===== config.mk =====
export PLATFORM = sky130hd
export DESIGN_NAME = bwsram_datapath
export DESIGN_NICKNAME = d
export VERILOG_FILES = /design/src/rtl/bwsram_pkg.sv /design/src/rtl/bwsram_wdec.sv /design/src/rtl/bwsram_array.sv /design/src/rtl/bwsram_rdpipe.sv /design/src/rtl/bwsram_datapath.sv
export SDC_FILE = /design/constraint.sdc
export NUM_CORES = 1
export LEC_CHECK = 0
export ABC_AREA = 1
export BUFFER_PORTS_ARGS = -buffer_cell sky130_fd_sc_hd__clkbuf_2
export CAP_MARGIN = 30
export CELL_PAD_IN_SITES_DETAIL_PLACEMENT = 0
export CELL_PAD_IN_SITES_GLOBAL_PLACEMENT = 2
export CORE_MARGIN = 1
export CORE_UTILIZATION = 40
export CTS_CLUSTER_DIAMETER = 60
export DETAILED_ROUTE_END_ITERATION = 8
export PLACE_DENSITY = 0.78
export SLEW_MARGIN = 5
export SYNTH_ARGS = -nofsm -noshare
export SYNTH_HDL_FRONTEND = slang
export SYNTH_HIERARCHICAL = 1
export SYNTH_SLANG_ARGS = --single-unit

===== constraint.sdc =====
create_clock -name clk -period 2.29 [get_ports clk]
set_input_delay 0.458 -clock clk [delete_from_list [all_inputs] [get_ports clk]]
set_output_delay 0.458 -clock clk [all_outputs]
set_load 0.05 [all_outputs]

===== src/rtl/bwsram_pkg.sv =====
// Shared definitions for the byte-lane memory datapath.
// Assumes: lanes are numbered from bit 0 upward.
package bwsram_pkg;
    typedef enum logic {
        LAT_PIPE = 1'b0,
        LAT_FLOW = 1'b1
    } rd_lat_e;
endpackage


===== src/rtl/bwsram_wdec.sv =====
// Write-enable decode: turns the global, byte and per-lane enables into lane
// strobes, and marks read cycles. Assumes the enables are held for the whole cycle.
module bwsram_wdec #(
    parameter int LANES = 4
) (
    input  logic             cyc_valid,
    input  logic             sleep,
    input  logic             proc_start,
    input  logic             gwe_n,
    input  logic             bwe_n,
    input  logic [LANES-1:0] bw_n,
    output logic [LANES-1:0] lane_we,
    output logic             rd_now
);
    logic active;
    logic sample_we;

    // An access counts only when selected and awake. A processor start masks the enables.
    always_comb begin
        active    = cyc_valid && !sleep;
        sample_we = active && !proc_start;
    end

    for (genvar i = 0; i < LANES; i++) begin : g_lane
        // Per-lane strobe: the global enable wins, otherwise the byte enable gates the lane bit.
        always_comb lane_we[i] = sample_we && (!gwe_n || (!bwe_n && !bw_n[i]));
    end

    // A cycle is a read when it is active and no lane is written.
    always_comb rd_now = active && (lane_we == '0);
endmodule


===== src/rtl/bwsram_array.sv =====
// Storage array split into independent lanes, each with its own write strobe.
// Assumes a write and a combinational read at the same address; the read is only used on non-write edges.
module bwsram_array #(
    parameter int LANES  = 4,
    parameter int LANE_W = 9,
    parameter int DEPTH  = 16,
    parameter int ADDR_W = $clog2(DEPTH),
    localparam int W     = LANES * LANE_W
) (
    input  logic              clk,
    input  logic [LANES-1:0]  lane_we,
    input  logic [ADDR_W-1:0] addr,
    input  logic [W-1:0]      wdata,
    output logic [W-1:0]      rword
);
    for (genvar i = 0; i < LANES; i++) begin : g_lane
        logic [LANE_W-1:0] mem [DEPTH];

        // Update this lane's word when its strobe is set.
        always_ff @(posedge clk) begin
            if (lane_we[i]) mem[addr] <= wdata[i*LANE_W +: LANE_W];
        end

        // Present this lane's stored word for the read stages.
        always_comb rword[i*LANE_W +: LANE_W] = mem[addr];
    end
endmodule


===== src/rtl/bwsram_rdpipe.sv =====
// Read stages and output drive control. Stage one captures the array word on a
// read edge, and stage two delays it one more edge. The mode selects which stage is
// shown. Assumes the mode changes only while idle.
module bwsram_rdpipe #(
    parameter int W = 36
) (
    input  logic                   clk,
    input  logic                   rst_n,
    input  bwsram_pkg::rd_lat_e    lat_mode,
    input  logic                   sleep,
    input  logic                   oe,
    input  logic                   rd_now,
    input  logic                   wr_now,
    input  logic [W-1:0]           rword,
    output logic [W-1:0]           rdata,
    output logic                   rdata_drive
);
    import bwsram_pkg::*;

    logic [W-1:0] s1_data, s2_data;
    logic         s1_v, s2_v, wr_q;
    logic         sel_v;

    // First stage: capture the read word and its valid flag.
    always_ff @(posedge clk) begin
        if (!rst_n) begin
            s1_data <= '0;
            s1_v    <= 1'b0;
            wr_q    <= 1'b0;
        end else begin
            if (rd_now) s1_data <= rword;
            s1_v <= rd_now;
            wr_q <= wr_now;
        end
    end

    // Second stage: one further edge of delay for pipelined mode.
    always_ff @(posedge clk) begin
        if (!rst_n) begin
            s2_data <= '0;
            s2_v    <= 1'b0;
        end else begin
            s2_data <= s1_data;
            s2_v    <= s1_v;
        end
    end

    // Output select and drive: a write, sleep or a low output enable turns the driver off.
    always_comb begin
        rdata       = (lat_mode == LAT_FLOW) ? s1_data : s2_data;
        sel_v       = (lat_mode == LAT_FLOW) ? s1_v : s2_v;
        rdata_drive = oe && sel_v && !wr_q && !sleep;
    end

    assert_drive_needs_oe_R9: assert property (@(posedge clk) disable iff (!rst_n)
        rdata_drive |-> oe);
    assert_stage_shift_R7: assert property (@(posedge clk) disable iff (!rst_n)
        s1_v |=> s2_v);
endmodule


===== src/rtl/bwsram_datapath.sv =====
// Top of the byte-lane memory datapath: write decode, lane array and read stages.
// Assumes the burst sequencer supplies the address and start type on every edge.
module bwsram_datapath #(
    parameter int LANES  = 4,
    parameter int LANE_W = 9,
    parameter int DEPTH  = 16,
    parameter int ADDR_W = $clog2(DEPTH),
    localparam int W     = LANES * LANE_W
) (
    input  logic              clk,
    input  logic              rst_n,
    input  logic              flow_thru,
    input  logic              sleep,
    input  logic              oe,
    input  logic              cyc_valid,
    input  logic              cyc_proc_start,
    input  logic [ADDR_W-1:0] addr,
    input  logic              gwe_n,
    input  logic              bwe_n,
    input  logic [LANES-1:0]  bw_n,
    input  logic [W-1:0]      wdata,
    output logic [W-1:0]      rdata,
    output logic              rdata_drive
);
    import bwsram_pkg::*;

    logic [LANES-1:0] lane_we;
    logic             rd_now;
    logic             wr_now;
    logic [W-1:0]     rword;
    rd_lat_e          lat_mode;

    // Map the static mode pin and reduce the lane strobes to a write flag.
    always_comb begin
        lat_mode = flow_thru ? LAT_FLOW : LAT_PIPE;
        wr_now   = |lane_we;
    end

    bwsram_wdec #(.LANES(LANES)) u_wdec (
        .cyc_valid (cyc_valid),
        .sleep     (sleep),
        .proc_start(cyc_proc_start),
        .gwe_n     (gwe_n),
        .bwe_n     (bwe_n),
        .bw_n      (bw_n),
        .lane_we   (lane_we),
        .rd_now    (rd_now)
    );

    bwsram_array #(.LANES(LANES), .LANE_W(LANE_W), .DEPTH(DEPTH), .ADDR_W(ADDR_W)) u_array (
        .clk    (clk),
        .lane_we(lane_we),
        .addr   (addr),
        .wdata  (wdata),
        .rword  (rword)
    );

    bwsram_rdpipe #(.W(W)) u_rdpipe (
        .clk        (clk),
        .rst_n      (rst_n),
        .lat_mode   (lat_mode),
        .sleep      (sleep),
        .oe         (oe),
        .rd_now     (rd_now),
        .wr_now     (wr_now),
        .rword      (rword),
        .rdata      (rdata),
        .rdata_drive(rdata_drive)
    );

    assert_proc_start_no_write_R4: assert property (@(posedge clk) disable iff (!rst_n)
        (cyc_valid && cyc_proc_start) |-> (lane_we == '0));
    assert_sleep_blocks_R10: assert property (@(posedge clk) disable iff (!rst_n)
        sleep |-> (!rdata_drive && lane_we == '0));
    assert_write_offs_drive_R8: assert property (@(posedge clk) disable iff (!rst_n)
        (|lane_we) |=> !rdata_drive);
    assert_idle_no_write_R3: assert property (@(posedge clk) disable iff (!rst_n)
        (cyc_valid && gwe_n && bwe_n) |-> (lane_we == '0));
endmodule


; After elaboration in Yosys (flattened, before gate mapping)
; Memory sizes are Yosys's and may differ from the RTL's. A register that Yosys moved wholly into a read port is not among the register bits.
; Cells that the tools add are included.
[totals]
elab_cells = 52
reg_bits = 39
inputBits = 53
output_inout_bits = 37
n_memories = 4
ram_bits = 576
[classes]
mux = 11
reduce_logical = 33
[memory_table]
columns = memory, depth, word_bits, rd, rd_clocked_by_memory_dff, write_ports, line_no
row1 = u_array.g_lane[0].mem, 16, 9, 1, 1, 1, bwsram_array.sv:17  ; logic [LANE_W-1:0] mem [DEPTH];
row2 = u_array.g_lane[1].mem, 16, 9, 1, 1, 1, bwsram_array.sv:17
row3 = u_array.g_lane[2].mem, 16, 9, 1, 1, 1, bwsram_array.sv:17
row4 = u_array.g_lane[3].mem, 16, 9, 1, 1, 1, bwsram_array.sv:17
[ops]
columns = cell, count
row1 = 36-bit 2-to-1 mux, 1
row2 = 1-bit logical AND, 14
row3 = 1-bit zero test, 13
row4 = 1-bit 2-to-1 mux, 10
row5 = 4-bit zero test, 1
row6 = 1-bit logical OR, 4
row7 = 4-bit OR reduction, 1

; Logic depth before layout (Yosys ltp)
; Gate-level depths: netlist of the first run.
[depth]
depth_word = 6
depth_mapped = 16

; Cells and area by module
; Netlist of the first run, hierarchy kept.
[by_module_without_submodules]
columns = module, instances, cells_per_inst, area_per_inst_um2
row1 = bwsram_array, 1, 2409, 24452.2
row2 = bwsram_rdpipe, 1, 469, 3039.2
row3 = bwsram_wdec, 1, 18, 77.6
row4 = bwsram_datapath, 1, 3, 11.3

; Worst setup path after synthesis of the first run
; No wires, ideal clock.
[synth_path]
path_kind = input to register
startpoint = in addr[0]
endpoint = mem u_array.g_lane[0].mem[12][0] (enable)
t_arrival_ns = 1.618
stages = 6
path_buffers = 3
setup_slack_ns = 0.298
required_ns = 1.916
path_cell_list = buf_4 > buf_6 > buf_2 > nor2_1 > nand2_1 > nor2_1
[synth_rtl]
columns = item, line_no
row1 = start: declaration, bwsram_datapath.sv:17  ; input logic [ADDR_W-1:0] addr,
row2 = end: declaration, bwsram_array.sv:17
; Straight into the memory's write port.

; Worst setup path in the final report of the first run
[layout_path]
startpoint = reg u_rdpipe.wr_q
endpoint = out rdata_drive
[layout_via]
elab_chain_len = 3
[layout_rtl]
columns = item, line_no
row1 = start: declaration, bwsram_rdpipe.sv:21  ; logic s1_v, s2_v, wr_q;
row2 = start signal: assignment, bwsram_rdpipe.sv:33  ; wr_q <= wr_now;
row3 = 1-bit zero test, bwsram_rdpipe.sv:52  ; rdata_drive = oe && sel_v && !wr_q && !sleep;
row4 = 1-bit logical AND (2 in a row), bwsram_rdpipe.sv:52
row5 = end: declaration, bwsram_datapath.sv:23  ; output logic rdata_drive
; Every way passes these cells.

==> impl_summary.txt, run 1 <==
----------------------------------------------------
[Detailed routing]
  Detailed-routing iteration count for the pre-antenna-repair pass ... 5
  Detailed-route DRC error count ... 0
  Number of routed nets with antenna violations ... 0
  Mean number of vias per cell ... between 4 and 5
  Post-Route WL ... 76600 µm
  Routed wire per std cell ... between 15 and 20 µm
  Vias after detailed routing ... roughly 19000
  Iter 0 DRT Violations ... 1530

[Worst setup path]
  Critical Path Slowest Stage Cell ... dfxtp_1
  CP endpoint kind ... output pin
  R2r worst-path depth ... 12
  Slack of the worst reg-to-reg path ... 0.82 ns
  Worst setup SP type ... register
  Crit Reg-Reg Endpoint ... u_rdpipe/s1_data[7]$_SDFFE_PN0P_
  Chain of cells forming the critical path ... inv_1 -> nand3_1 -> nor2_1 -> buf_12
  Category of the most critical setup path ... register to output pin
  Worst path bufs/invs ... 2
  Crit Reg-Reg Startpoint ... u_array/g_lane[0].mem[13][7]$_DFFE_PP_
  Delay of the slowest cell on the worst path ... ~0.30 ns
  Arrival @ worst endpoint ... between 1 and 1.5 ns
  CP Max Fanout ... 1
  Kind of cell with the highest combined delay on the critical path ... simple AND/OR/NAND/NOR gates
  Data required time at the worst endpoint ... around 1.8 ns

[Clock network]
  Number of buffers created by CTS ... between 70 and 80
  Number of buffers inserted to repair setup after CTS ... 0
  CTS H-tree depth ... 3
  Post-CTS clock slew at the launch and capture registers of the worst setup and hold paths ... 0.06 ns
  Insertion delay to the later sink of the worst-skew pair ... 0.61 ns
  Clock tree from TritonCTS ... built
  Clock sink count ... around 650
  Number of buffers added to fix hold violations after cts ... 0
  Clock tree root driver cell ... clkbuf_16
  Number of gates resized after cts ... 0
  Number of buffers on the longest clock path ... 3

[Logic synthesis]
  Most common cell in the netlist ... nand2_1
  Post-synth EDFFs ... about 580
  Yosys warnings ... 6
  Post-synthesis area per instance ... roughly 9.5 µm²
  Most used standard cells in the synthesized netlist ... nand2_1, edfxtp_1, inv_1, dfxtp_1, nor2_1
  Ranking of synthesized cells by area ... edfxtp_1, nand2_1, dfxtp_1, inv_1, nor2_1
  Synthesized flop and latch total ... 651
  Synth Net Count ... around 3000
  Primary flip-flop cell chosen by synthesis mapping ... edfxtp_1
  Largest area contributor in the netlist ... edfxtp_1
  Async set or reset register ratio after synthesis ... 0
  Synth top area share ... 0.627
  Syn Inst Count ... roughly 2900
  Number of distinct library cells after synthesis ... 17
  Mapped Area ... 0.0276 mm²
  Seq/Total Area, Yosys ... 0.682

[Layout]
  Area growth, synth to finish ... 18.0%
  Fraction of the core area covered by cells at the end of the flow ... 0.480
  Finished Layout Cells ... between 4000 and 5000
  Share of post-route cells with drive strength above 1 ... 0.111
  Cell area after layout ... 0.0325 mm²
  NumNets Final ... 3135

[Die]
  Die area ... roughly 0.070 mm²
  Vertical die dimension ... 265 µm
  Count of boundary I/O pins ... 90
  Starting utilization of the core area ... 0.407
  Core ar. ... approximately 0.068 mm²
  Count of standard-cell rows ... between 90 and 100
  Horiz. Die Dim ... between 200 and 300 µm

[STA]
  Final count of hold timing violations ... 0
  Setup TNS ... 0 ns
  Worst-margin pin slew ... 0.603 ns
  Final count of negative-setup-slack endpoints ... 0
  Worst Skew ... just under 0.02 ns
  Max-slew headroom at the worst pin ... 0.598
  Share of the clock period used by the worst path ... 0.846
  Post-route worst setup slack ... between 0.3 and 0.4 ns
  Max-slew violations ... 0
  Peak clock frequency supported by timing ... approximately 520 MHz
  Crit path time final ... just under 2 ns
  RSZ-0062 raised after global routing ... false

[Placed design]
  Placed Cells incl. Taps ... roughly 3900
  Input/output buffers ... 89
  Cell area after placement ... 0.0302 mm²
  Placer's final routability congestion estimate ... slightly above 0.8
  Post-detail-place hpwl ... between 50000 and 60000 µm
  Post-place setup slack ... roughly 0.11 ns

[Power]
  Worst VDD drop ... approximately 0.63 mV
  P per Cell Area ... 820 mW/mm²
  Lkg Pwr ... roughly 15 nW

[Worst hold path]
  Worst Hold Endpoint ... u_rdpipe/s2_data[31]$_SDFF_PN0_
  Launch point of the worst hold path ... rst_n
  HP Class ... input pin to register
  Worst hold path depth ... 3

[GRT]
  First-pass GRT wire length ... approximately 120000 µm
  Number of antenna violations at the first check in global routing ... 1
  Maximum number of pins on one net before global-route repair ... 113
  GRT Total Usage ... 0.224
  Total gr overflow ... 0
  Number of global-route vias before repair ... between 15000 and 20000

[Outcome]
  Status ... finished, final reports clean

[Flow run]
  Number of maximum-capacitance constraint violations ... 0

----------------------------------------------------
[worst max path at each step]
stage | start | end | slack [ns] | cells after the start
finish | u_rdpipe/wr_q$_SDFF_PN0_ | rdata_drive | 0.35 | 4
global route | u_rdpipe/wr_q$_SDFF_PN0_ | rdata_drive | 0.25 | 4
CTS | u_rdpipe/wr_q$_SDFF_PN0_ | rdata_drive | 0.25 | 4
detailed placement | addr[0] | u_rdpipe/s1_data[31]$_SDFFE_PN0P_ | 0.11 | 15
global placement | addr[0] | u_rdpipe/s1_data[14]$_SDFFE_PN0P_ | 0.12 | 16
floorplan | addr[0] | u_array/g_lane[0].mem[12][0]$_DFFE_PP_ | 0.30 | 6
[power by group]
group | total [mW] | switching (mW) | internal (mW)
clock | 11.5 | 4.64 | 6.85
sequential | 13.1 | 0.0502 | 13.0
combinational | 2.12 | 1.50 | 0.619
total | 26.7 | 6.19 | 20.5
[kinds of logic (layout without fill, tap and decap cells)]
logic type	Yosys count	in the layout	share of synthesized area
buf+inv	336	574	0.0575
other cells	0	1	0
flops	651	651	0.682
compound gates	4	4	0.000726
simple gates	1908	1908	0.260
[sequential cells by signal (all words and copies together), names as in the netlist]
name                count
u_rdpipe/s2_v           1
u_rdpipe/wr_q           1
u_array/g_lane.mem    576
u_rdpipe/s2_data       36
u_rdpipe/s1_v           1
u_rdpipe/s1_data       36
[worst min-delay path, stage by stage]
cell	delay (ns)
clkbuf_2	0.26
nand2_1	0.16
inv_1	0.04
[placed cells by master (no fill, tap or decap), drive strengths merged]
cell	count
clkinv	27
inv	205
o21ai	4
buf	187
edfxtp	576
bufinv	7
nand2	1830
nor2	75
diode	1
nand3	3
clkbuf	146
dfxtp	75
clkinvlp	2
[layout make-up]
type                            instances  area (µm²)
Multi-Input combinational cell       1912        7230
Tap cell                              873        1090
Inverter                              203         772
Timing Repair Buffer                  241        2320
Clock buffer                           92        1960
Fill cell                            6374       35200
Antenna cell                            1        2.50
Clock inverter                         38         369
Sequential cell                       651       18800
[per-layer routing]
layer / vias up / track usage / part of all wire
met5: - / 0 / 0
met4: 0 / 0.0641 / 0.021
met3: 95 / 0.0410 / 0.061
met2: 483 / 0.358 / 0.46
met1: 9127 / 0.311 / 0.46
li1: 9424 / - / -
[metrics by stage]
stage | total power [mW] | hold slack, ns
after floorplan | 14.5 | 0.407
after global placement | 15.5 | 0.414
after detailed placement | 15.5 | 0.420
after CTS | 27.0 | 0.350
after global routing | 27.6 | 0.390
final | 26.7 | 0.365
(Power assumes the default switching activity.)
==> run 2, diff against run 1 <==
Clock period 2.29 ns to 1.81 ns, I/O delays scaled along.
==> impl_summary.txt, run 2 (synthesis gave the netlist of run 1 again) <==
----------------------------------------------------
[Clock network]
  Number of buffers added to fix hold violations after cts ... 0 (unchanged)
  Number of buffers created by CTS ... 72 (-1.4%)
  Number of gates resized after cts ... 1 (+1)
  Clock tree root driver cell ... clkbuf_16
  CTS H-tree depth ... 3 (unchanged)
  Post-CTS clock slew at the launch and capture registers of the worst setup and hold paths ... 0.05 ns (about the same)
  Insertion delay to the later sink of the worst-skew pair ... 0.60 ns (about the same)
  Clock sink count ... 651 (unchanged)
  Number of buffers on the longest clock path ... 3 (unchanged)
  Number of buffers inserted to repair setup after CTS ... 0 (unchanged)
  Clock tree from TritonCTS ... built

[Die]
  Core ar. ... 0.0678 mm² (unchanged)
  Horiz. Die Dim ... 265 µm (unchanged)
  Count of standard-cell rows ... 95 (unchanged)
  Die area ... 0.0700 mm² (unchanged)
  Starting utilization of the core area ... 0.407 (unchanged)
  Count of boundary I/O pins ... 90 (unchanged)
  Vertical die dimension ... 265 µm (unchanged)

[Layout]
  Number of antenna diodes ... 0 (-1)
  Area growth, synth to finish ... 20.4%
  Top library cells by usage in the layout, fill and taps aside ... nand2_1, edfxtp_1, inv_1
  Register ranked first by flip-flop count ... u_array/g_lane.mem
  Biggest regs ... u_array/g_lane.mem x576, u_rdpipe/s1_data x36, u_rdpipe/s2_data x36
  NumNets Final ... 3165 (+0.96%)
  Flip-flop count of the largest register, all copies and words added ... 576 (unchanged)
  Finished Layout Cells ... 4044 (+0.82%)
  Fraction of the core area covered by cells at the end of the flow ... 0.490 (+0.00973)
  Share of post-route cells with drive strength above 1 ... 0.128 (+0.0168)
  Most common library cell in the layout ignoring fill and taps ... nand2_1
  Cell area after layout ... 0.0332 mm² (+2.0%)

[Worst setup path]
  CP Max Fanout ... 2 (+1)
  Category of the most critical setup path ... register to output pin
  Chain of cells forming the critical path ... nand2_1 -> nand2_1 -> buf_12
  Critical Path Slowest Stage Cell ... dfxtp_1
  Kind of cell with the highest combined delay on the critical path ... flip-flops
  Slack of the worst reg-to-reg path ... 0.41 ns (-0.41 ns)
  Arrival @ worst endpoint ... 1.36 ns (-0.12 ns)
  Data required time at the worst endpoint ... 1.45 ns (-0.38 ns)
  Worst path bufs/invs ... 1 (-1)
  Cell with the most instances on the worst path ... nand2_1
  CP endpoint kind ... output pin
  Worst setup SP type ... register
  Delay of the slowest cell on the worst path ... 0.40 ns (+0.10 ns)

[STA]
  Crit path time final ... 1.72 ns
  Post-route worst setup slack ... 0.0888 ns (-0.263 ns)
  Worst-margin pin slew ... 0.523 ns (-0.0800 ns)
  Worst Hold Slack ... 0.260 ns (-0.105 ns)
  Setup TNS ... 0 ns (unchanged)
  Worst Skew ... 0.0277 ns (+0.00826 ns)
  RSZ-0062 raised after global routing ... false
  Final count of negative-setup-slack endpoints ... 0 (unchanged)
  Share of the clock period used by the worst path ... 0.951
  Final count of hold timing violations ... 0 (unchanged)
  Peak clock frequency supported by timing ... just under 600 MHz
  Max-slew violations ... 0 (unchanged)
  Max-slew headroom at the worst pin ... 0.651 (+0.0533)

[Placed design]
  Post-place setup slack ... -0.175 ns (-0.286 ns)
  Post-detail-place hpwl ... 53400 µm (+4.7%)
  Input/output buffers ... 89 (unchanged)
  Cell area after placement ... 0.0308 mm² (+1.8%)
  Placer's final routability congestion estimate ... 0.857 (+4.7%)
  Placed Cells incl. Taps ... 3911 (+0.80%)

[Outcome]
  Status ... finished, final reports clean

[Detailed routing]
  Mean number of vias per cell ... 4.78 (+0.20%)
  Number of routed nets with antenna violations ... 0 (unchanged)
  Post-Route WL ... 77700 µm (+1.5%)
  Detailed-route DRC error count ... 0 (unchanged)
  Vias after detailed routing ... 19300 (+1.0%)
  Routed wire per std cell ... 19.2 µm (+0.65%)
  Detailed-routing iteration count for the pre-antenna-repair pass ... 5 (unchanged)
  Iter 0 DRT Violations ... 1527 (-0.20%)

[Power]
  PnR Total Power ... 34.4 mW (+29%)
  Worst VDD drop ... 0.772 mV (+24%)
  P per Cell Area ... 1040 mW/mm² (+26%)
  Lkg Pwr ... 15.0 nW (+2.0%)

[GRT]
  GRT Total Usage ... 0.226 (+0.00204)
  Number of global-route vias before repair ... 19200 (+0.95%)
  Number of antenna violations at the first check in global routing ... 1 (unchanged)
  First-pass GRT wire length ... 118000 µm (+1.5%)
  Maximum number of pins on one net before global-route repair ... 63 (-44%)
  Total gr overflow ... 0 (unchanged)

[Flow run]
  Number of maximum-capacitance constraint violations ... 0 (unchanged)

[Worst hold path]
  HP Class ... input pin to register

----------------------------------------------------
[run 2: changes by cell type in the layout (fill, tap and decap cells not counted), sizes merged]
cell	previous run	this run
buf	187	221
bufinv	7	9
clkbuf	146	140
clkinv	27	29
diode	1	0
inv	205	207
[run 2: per-layer routing]
layer,vias to the layer above,track usage,routed length (µm)
li1,9486,-,-
met1,9199,0.324,36200
met2,521,0.358,35600
met3,116,0.0317,4280
met4,2,0.0622,1630
met5,-,0,13
[run 2: area by class of cell]
cell class,instances,area (µm²)
Clock buffer,89,1980
Clock inverter,44,450
Fill cell,6356,34600
Inverter,203,772
Multi-Input combinational cell,1912,7270
Sequential cell,651,18800
Tap cell,873,1090
Timing Repair Buffer,272,2840
[run 2: power breakdown]
group          total, mW  switching [mW]  internal, mW
combinational       2.81            1.93         0.882
clock               15.0            5.93          9.08
sequential          16.6          0.0666          16.5
total               34.4            7.92          26.5
[run 2: final timing paths]
kind | to | from | depth (start not counted)
worst min register to register | u_rdpipe/s2_v$_SDFF_PN0_ | u_rdpipe/s1_v$_SDFF_PN0_ | 2
worst min-delay path | u_array/g_lane[0].mem[15][8]$_DFFE_PP_ | wdata[8] | 1
worst max register to register | u_rdpipe/s1_data[0]$_SDFFE_PN0P_ | u_array/g_lane[0].mem[7][0]$_DFFE_PP_ | 12
worst max-delay path | rdata[4] | u_rdpipe/s1_data[4]$_SDFFE_PN0P_ | 3
